[src/rtl/dlt_pkg.sv]
package dlt_pkg;

  // Strobes from the stall decision to the timer bank.
  typedef struct packed {
    logic stall;  // slot must be replayed
    logic load;   // deadline accepted: write immediate
  } dlt_strobe_t;

endpackage

[src/rtl/dlt_sat_dec.sv]
module dlt_sat_dec #(
  parameter int unsigned W    = 32,
  parameter int unsigned STEP = 6
) (
  input  logic [W-1:0] din,
  output logic [W-1:0] dout
);

  localparam logic [W-1:0] StepW = W'(STEP);

  always_comb begin
    if (din > StepW) dout = din - StepW;
    else             dout = '0;
  end

endmodule

[src/rtl/dlt_control.sv]
module dlt_control
  import dlt_pkg::*;
#(
  parameter int unsigned N_THREADS = 6,
  parameter int unsigned TID_W     = 3
) (
  input  logic             clk,
  input  logic             rstN,
  input  logic [TID_W-1:0] slotThread,
  input  logic             slotIsDeadline,
  input  logic             selExpired,
  output dlt_strobe_t      strb
);

  localparam logic [TID_W-1:0] LastTid = TID_W'(N_THREADS - 1);

  always_comb begin
    strb.stall = slotIsDeadline && !selExpired;
    strb.load  = slotIsDeadline &&  selExpired;
  end

  // Marks that at least one post-reset slot has been seen.
  logic primedQ;
  always_ff @(posedge clk or negedge rstN) begin
    if (!rstN) primedQ <= 1'b0;
    else       primedQ <= 1'b1;
  end

  AST_RR_ORDER: assert property (@(posedge clk) disable iff (!rstN)
    primedQ |-> slotThread == (($past(slotThread) == LastTid) ? '0 : $past(slotThread) + 1'b1));

  AST_FIRST_SLOT_ZERO: assert property (@(posedge clk) disable iff (!rstN)
    !primedQ |-> slotThread == '0);

endmodule

[src/rtl/dlt_datapath.sv]
module dlt_datapath
  import dlt_pkg::*;
#(
  parameter int unsigned N_THREADS = 6,
  parameter int unsigned TIMERS    = 2,
  parameter int unsigned TIMER_W   = 32,
  parameter int unsigned TID_W     = 3,
  parameter int unsigned SEL_W     = 1
) (
  input  logic               clk,
  input  logic               rstN,
  input  logic [TID_W-1:0]   slotThread,
  input  logic [SEL_W-1:0]   slotTimerSel,
  input  logic [TIMER_W-1:0] slotImm,
  input  dlt_strobe_t        strb,
  output logic               selExpired
);

  logic [TIMER_W-1:0] timerQ [N_THREADS][TIMERS];
  logic [TIMER_W-1:0] rdVal  [TIMERS];
  logic [TIMER_W-1:0] decVal [TIMERS];
  logic [TIMER_W-1:0] selRaw;
  logic [TIMER_W-1:0] selDec;

  // Read out the issuing thread's timers.
  always_comb begin
    for (int i = 0; i < TIMERS; i++) begin
      rdVal[i] = '0;
      for (int t = 0; t < N_THREADS; t++) begin
        if (slotThread == TID_W'(t)) rdVal[i] = timerQ[t][i];
      end
    end
  end

  // One saturating decrementer per timer index, shared by all threads.
  for (genvar i = 0; i < TIMERS; i++) begin : g_dec
    dlt_sat_dec #(.W(TIMER_W), .STEP(N_THREADS)) u_dec (
      .din  (rdVal[i]),
      .dout (decVal[i])
    );
  end

  always_comb begin
    selRaw = '0;
    selDec = '0;
    for (int i = 0; i < TIMERS; i++) begin
      if (slotTimerSel == SEL_W'(i)) begin
        selRaw = rdVal[i];
        selDec = decVal[i];
      end
    end
  end

  assign selExpired = (selDec == '0);

  always_ff @(posedge clk or negedge rstN) begin
    if (!rstN) begin
      for (int t = 0; t < N_THREADS; t++)
        for (int i = 0; i < TIMERS; i++)
          timerQ[t][i] <= '0;
    end else begin
      for (int t = 0; t < N_THREADS; t++) begin
        if (slotThread == TID_W'(t)) begin
          for (int i = 0; i < TIMERS; i++) begin
            if (strb.load && slotTimerSel == SEL_W'(i)) timerQ[t][i] <= slotImm;
            else                                      timerQ[t][i] <= decVal[i];
          end
        end
      end
    end
  end

  // Set once a post-reset slot has updated the bank.
  logic liveQ;
  always_ff @(posedge clk or negedge rstN) begin
    if (!rstN) liveQ <= 1'b0;
    else       liveQ <= 1'b1;
  end

  AST_STALL_NEEDS_TIME: assert property (@(posedge clk) disable iff (!rstN)
    strb.stall |-> selRaw > TIMER_W'(N_THREADS));

  for (genvar t = 0; t < N_THREADS; t++) begin : g_chk_thr
    for (genvar i = 0; i < TIMERS; i++) begin : g_chk_tmr
      AST_LOAD_VALUE: assert property (@(posedge clk) disable iff (!rstN)
        (liveQ && $past(strb.load && slotThread == TID_W'(t) && slotTimerSel == SEL_W'(i)))
        |-> timerQ[t][i] == $past(slotImm));

      AST_NO_RISE: assert property (@(posedge clk) disable iff (!rstN)
        (liveQ && timerQ[t][i] > $past(timerQ[t][i]))
        |-> $past(strb.load && slotThread == TID_W'(t) && slotTimerSel == SEL_W'(i)));

      AST_OTHER_STABLE: assert property (@(posedge clk) disable iff (!rstN)
        (liveQ && $past(slotThread) != TID_W'(t)) |-> $stable(timerQ[t][i]));
    end
  end

endmodule

[src/rtl/deadline_timer_unit.sv]
module deadline_timer_unit
  import dlt_pkg::*;
#(
  parameter int unsigned N_THREADS = 6,
  parameter int unsigned TIMERS    = 2,
  parameter int unsigned TIMER_W   = 32,
  localparam int unsigned TID_W    = (N_THREADS > 1) ? $clog2(N_THREADS) : 1,
  localparam int unsigned SEL_W    = (TIMERS > 1) ? $clog2(TIMERS) : 1
) (
  input  logic               clk,
  input  logic               rstN,
  input  logic [TID_W-1:0]   slotThread,
  input  logic               slotIsDeadline,
  input  logic [SEL_W-1:0]   slotTimerSel,
  input  logic [TIMER_W-1:0] slotImm,
  output logic               slotStall
);

  dlt_strobe_t strb;
  logic        selExpired;

  dlt_control #(.N_THREADS(N_THREADS), .TID_W(TID_W)) u_control (
    .clk            (clk),
    .rstN           (rstN),
    .slotThread     (slotThread),
    .slotIsDeadline (slotIsDeadline),
    .selExpired     (selExpired),
    .strb           (strb)
  );

  dlt_datapath #(
    .N_THREADS (N_THREADS),
    .TIMERS    (TIMERS),
    .TIMER_W   (TIMER_W),
    .TID_W     (TID_W),
    .SEL_W     (SEL_W)
  ) u_datapath (
    .clk          (clk),
    .rstN         (rstN),
    .slotThread   (slotThread),
    .slotTimerSel (slotTimerSel),
    .slotImm      (slotImm),
    .strb         (strb),
    .selExpired   (selExpired)
  );

  assign slotStall = strb.stall;

  AST_PLAIN_NEVER_STALLS: assert property (@(posedge clk) disable iff (!rstN)
    !slotIsDeadline |-> !slotStall);

endmodule

[config.mk]
export PLATFORM = sky130hd
export DESIGN_NAME = deadline_timer_unit
export DESIGN_NICKNAME = d
export VERILOG_FILES = /design/src/rtl/dlt_pkg.sv /design/src/rtl/dlt_sat_dec.sv /design/src/rtl/dlt_control.sv /design/src/rtl/dlt_datapath.sv /design/src/rtl/deadline_timer_unit.sv
export SDC_FILE = /design/constraint.sdc
export NUM_CORES = 1
export LEC_CHECK = 0
export BUFFER_PORTS_ARGS = -buffer_cell sky130_fd_sc_hd__buf_2
export CAP_MARGIN = 20
export CORE_UTILIZATION = 38
export CTS_BUF_LIST = sky130_fd_sc_hd__clkbuf_8 sky130_fd_sc_hd__clkbuf_16
export CTS_CLUSTER_SIZE = 12
export DETAILED_ROUTE_END_ITERATION = 10
export SYNTH_ARGS = -nofsm -noshare
export SYNTH_HDL_FRONTEND = slang
export SYNTH_SLANG_ARGS = --single-unit
[constraint.sdc]
create_clock -name clk -period 9.1 [get_ports clk]
set_input_delay 1.365 -clock clk [delete_from_list [all_inputs] [get_ports clk]]
set_output_delay 1.365 -clock clk [all_outputs]
set_load 0.05 [all_outputs]
After elaboration in Yosys (flattened, before gate mapping)
Cells that the tools add are included.
{ "classes": {"addsub": 2, "order_cmp": 2, "n_eq_ne": 5, "n_mux": 17, "bitwise": 1, "reduce_logical": 7} }
{ "ops": {"columns": ["operator", "n"], "rows": [
  ["$mux W32", 17],
  ["$gt A32 B3 Y1 const B", 2],
  ["$sub A32 B3 Y32 const B", 2],
  ["$logic_not A32 Y1", 1],
  ["$eq A3 B2 Y1 const B", 2],
  ["$eq A3 B3 Y1 const B", 2],
  ["$logic_and A1 B1 Y1", 4],
  ["$eq A3 B1 Y1 const B", 1],
  ["$logic_not A3 Y1", 1],
  ["$logic_not A1 Y1", 1],
  ["$not A1 Y1", 1]
]} }
{ "word_totals": {"ff_bits": 384, "in_bits": 39, "output_inout_bits": 1, "wordCells": 46} }

Longest topological paths before layout
{ "logic_depth": {"depth_word": 14, "depth_mapped": 24, "ltp_nobuf": 15} }

By module
A second synthesis with hierarchy kept.
{ "unflattened": {"hier_cells": 2030, "hier_area_um2": 18936.9} }
{ "by_module_without_submodules": {"columns": ["module", "instances", "cells_per_inst", "area_each_um2", "seq_area_each_um2"], "rows": [
  ["dlt_datapath", 1, 1778, 17341.6, 9609.2],
  ["dlt_sat_dec", 2, 125, 789.5, 0.0],
  ["dlt_control", 1, 2, 16.3, 0.0]
]} }

Worst setup path before layout
OpenSTA, ideal clock, no wires.
{ "synth_path": {"path_kind": "input to output", "startpoint": "input port slotThread[0]", "endpoint": "output port slotStall", "t_arrival_ns": 5.797, "required_time_ns": 7.735, "path_slack_ns": 1.938, "cell_stages": 23, "path_buffers": 8, "path_cell_list": "buf_6 > buf_6 > buf_6 > buf_6 > buf_4 > buf_2 > buf_2 > mux2i_1 > a22oi_1 > nand2_1 > inv_1 > ha_1 > a21oi_1 > and2_1 > nand4_1 > nor2_1 > nand2_1 > xnor2_1 > o211ai_1 > o21a_1 > buf_2 > a211oi_1 > nor2b_1"} }
{ "synth_between": {"elab_chain_len": 13, "word_cells_on_any_way": 28, "classes_between": "add/sub: 2; order compare: 2; eq/ne: 5; mux: 15; reduce/logical: 4"} }
{ "synth_lines": {"columns": ["item", "line_no", "source"], "rows": [
  ["start: declaration", "deadline_timer_unit.sv:12", "input logic [TID_W-1:0] slotThread,"],
  ["$logic_not A3 Y1", "dlt_datapath.sv:30", "if (slotThread == TID_W'(t)) rdVal[i] = timerQ[t][i];"],
  ["$mux W32 (6 in series)", "dlt_datapath.sv:30", null],
  ["$sub A32 B3 Y32 / $gt A32 B3 Y1 (equally long branches)", "dlt_sat_dec.sv:12", "if (din > StepW) dout = din - StepW;"],
  ["$mux W32", "dlt_sat_dec.sv:12", null],
  ["$mux W32 (*)", "dlt_datapath.sv:47", "if (slotTimerSel == SEL_W'(i)) begin"],
  ["$logic_not A32 Y1 (*)", "dlt_datapath.sv:54", "assign selExpired = (selDec == '0);"],
  ["$logic_not A1 Y1 (*)", "dlt_control.sv:18", "strb.stall = slotIsDeadline && !selExpired;"],
  ["$logic_and A1 B1 Y1 (*)", "dlt_control.sv:18", null],
  ["end: declaration", "deadline_timer_unit.sv:16", "output logic slotStall"]
]} }
Every way passes the cells marked *; elsewhere a longest branch is shown, timed or not.

Final worst setup path
{ "layout_path": {"startpoint": "input port slotThread[2]", "endpoint": "output port slotStall"} }
Same word-level chain as after synthesis.

==> results.md <==
* Status: complete, but fails checks
* Slew @ Worst Pin at 1080 ps
* Mapped cell area at 0.0227 sq mm
* Final #Nets at 2,329
* Reg-to-reg critical path startpoint: u_datapath.timerQ[229]
* Setup violations, final at 0
* # hold bufs at CTS at 0
* Ys flop type: dfrtp_1
* Top-Level Pins at 40
* FFs w/ async S/R, synth at 100%
* Hold Crit Class: reg2reg
* Power per cell area at 248 mW/mm^2
* DPL Wire Length at 44.0 mm
* Register area share after synthesis at 42.2%
* CP required at 7740 ps
* Placed cell area at 0.0234 sq mm
* Flops & latches, synth at 384
* Via density at 6.06
* CTS tree: built
* Arr. time, crit path at 6850 ps
* Slew Limit Headroom at 27.3%
* Worst-path clk slew at 50 ps
* Syn Area/Cell at 9.64 sq um
* Worst-path maximum fanout at 30
* First-pass GRT wire length at 110 mm
* Via count of the first global-routing pass at 18,300
* Min-delay src: u_datapath.timerQ[313]
* Drt pass-1 iters at 8
* DIE AREA at 0.0608 sq mm
* Worst Path Buf+Inv at 3
* CP startpoint: slotThread[2]
* Cell variety after synth at 74
* RSZ-0062 raised after global routing: false
* Initial antenna violation count at 2
* Post-synth EDFFs at 0
* CP max-delay cell: nor2_4
* Post-Place Cells at 3,014
* Nature of the critical path endpoint: primary output
* Max FFs per register at 384
* Syn-to-layout area delta at 9.01%
* Remaining DRCs at 16
* Largest registers: u_datapath.timerQ: 384 flops
* Gr ovfl total at 0
* H-tree Lvls at 2
* VDD IR-drop max at 137 uV
* Max Slew Vio Count at 0
* F_max at 122 MHz
* Final Cycle Share at 90.3%
* I/O Buffers at 39
* Setup TNS at 0 ps
* Crit Path Class: in2out
* Max-Cap Viols at 0
* Largest register by flop count: u_datapath.timerQ
* Cell family with most CP delay: simple AND/OR/NAND/NOR gates
* Max incr delay on CP at 890 ps
* Total clock sinks at 384
* Lkg Pwr at 9.83 nW
* Clk buf depth at 3
* Initial core utilization at 38.5%
* Gr usage total at 23.3%
* Layout cell share with drive strength beyond 1 at 22.4%
* WL/cell at 23.0 um
* Post_cts resized at 0
* Clock Latency Late Sink at 590 ps
* Via count at 18,700
* Non-filler cells, final at 3,090
* Pin count of the biggest net entering global routing at 129
* Routability cong. at 0.940
* Type of element launching the critical path: primary input
* Routed WL at 71.1 mm
* Clock Tree Root: clkbuf_16
* Postcts setup bufs at 0
* Syn nets at 2,401
* Synth warn at 0
* CORE AREA at 0.0591 sq mm
* Floorplan row count at 89
* CTS Buf Count at 45
* Syn Inst Count at 2,360
* First DRT Iteration DRCs at 1,726
* Fin. Hold Viols at 0
* Worst-path cell chain: buf_2 -> nor2_4 -> buf_4 -> a22oi_1 -> a211oi_1 -> nand4_1 -> nor3b_1 -> nand3_1 -> xor2_1 -> or4_1 -> o311a_1 -> a211oi_1 -> nor2b_1 -> buf_2
* Finished Core Util at 41.9%
* Failing checks: design-rule violations
* Clock tree skew after final layout at 20.7 ps
* Final Critical Period at 8220 ps
* Die width at 247 um
* Final ANT Viol Nets at 0
* Die Ht at 247 um
* Fill count at 5,706
* Design Area, Final at 0.0248 sq mm
-- metrics by stage --
step                      power [mW]  hold slack, ps  setup WS, ps
after global placement          4.27             478          1160
after floorplan                 3.82             459          1940
after CTS                       6.16             499          1010
final                           6.15             501           883
after detailed placement        4.34             485          1030
after global routing            6.50             522           684
-- Yosys cell counts (4+ instances only) --
cell type,instances,area share [%]
nand2b_1,11,0.30
a211oi_1,11,0.36
o41ai_1,7,0.27
nand3_1,19,0.42
nor2_1,199,3.3
buf_6,25,1.2
inv_1,7,0.12
and3_1,4,0.11
xnor2_1,32,1.2
a222oi_1,8,0.35
nand2_1,301,5.0
a21o_1,6,0.20
dfrtp_1,384,42
a31o_2,140,5.4
mux2_2,70,3.5
clkbuf_1,129,2.1
o41ai_2,5,0.36
buf_4,7,0.23
o2bb2ai_1,4,0.15
a21oi_1,159,3.5
o31ai_1,76,2.5
nor4_1,7,0.19
buf_2,31,0.68
nand4b_1,6,0.23
a22oi_1,42,1.4
and2_1,4,0.11
o21ai_0,202,4.4
buf_1,16,0.26
xor2_1,21,0.81
o22ai_1,15,0.41
mux2i_1,200,8.8
nor3_1,15,0.33
nand4_1,11,0.30
or2_2,6,0.17
o31ai_2,116,6.4
nor2b_1,4,0.11
-- layer usage --
layer	wire length (um)	track usage (%)
met3	4960	4.74
met1	31700	32.2
met2	32300	36.2
met5	11	0
met4	2170	8.21
-- worst reg2reg max path, delay by kind of cell (launching register included) --
| family | cells | cell delay (ps) |
|---|---|---|
| and+or+nand+nor | 5 | 2440 |
| muxes | 1 | 270 |
| buffers and inverters | 1 | 370 |
| DFF | 1 | 380 |
| xor gates and xnor gates | 1 | 180 |
| AOI/OAI and AO/OA | 4 | 1790 |
-- power breakdown --
| group | switching [mW] | internal [mW] |
|---|---|---|
| clock | 0.751 | 1.05 |
| combinational | 1.08 | 0.804 |
| sequential | 0.262 | 2.19 |
-- logic make-up after synthesis --
logic type                 Yosys count  synth area share [%]
muxes                              273                  12.4
DFF                                384                  42.2
buffers and inverters              216                  4.67
adders and majority gates            2                 0.110
and+or+nand+nor                    614                  11.8
AOI/OAI and AO/OA                  818                  26.7
xor gates and xnor gates            53                  2.04
-- layout by cell type, fill, tap and decap left out, drive strengths merged, types with 4 or more instances in the layout --
cell     instances
nand4           11
clkbuf          54
o22ai           15
a22oi           42
o2bb2ai          4
mux2i          200
mux2            73
xnor2           32
inv             17
a31o           140
nor4             8
a211oi          12
xor2            21
dfrtp          384
o21ai          203
nand3           20
clkinv           7
nand2          301
o31ai          192
nor3            16
nor2b            4
and3             4
a21oi          159
buf             89
or2              7
a21o             6
and2             4
nor2           200
o41ai           12
nor4b            5
nand4b           7
nand2b          11
a222oi           8
-- layout make-up --
| type | count | area (sq um) | share of cell area (%) |
|---|---|---|---|
| multi-input cells | 1760 | 12100 | 49.0 |
| flip-flops and latches | 384 | 9610 | 38.7 |
| clock buffers | 54 | 1250 | 5.04 |
| well taps | 773 | 967 | 3.90 |
| repair buffers | 89 | 616 | 2.48 |
| clock inverters | 21 | 181 | 0.732 |
| inverters | 8 | 30.0 | 0.121 |
| diodes | 1 | 2.50 | 0.0101 |
-- worst paths after layout --
| path | depth (start not counted) | to | slack (ps) |
|---|---|---|---|
| worst max-delay path | 14 | slotStall | 880 |
| min in group asynchronous | 1 | u_datapath.timerQ[263] | 860 |
| worst max register to register | 12 | u_datapath.timerQ[374] | 3570 |
| worst min register to register | 2 | u_datapath.timerQ[313] | 500 |
| max in group asynchronous | 2 | u_datapath.timerQ[376] | 6650 |
| worst min-delay path | 2 | u_datapath.timerQ[313] | 500 |
No activity file was read; power rests on OpenSTA's default activity.
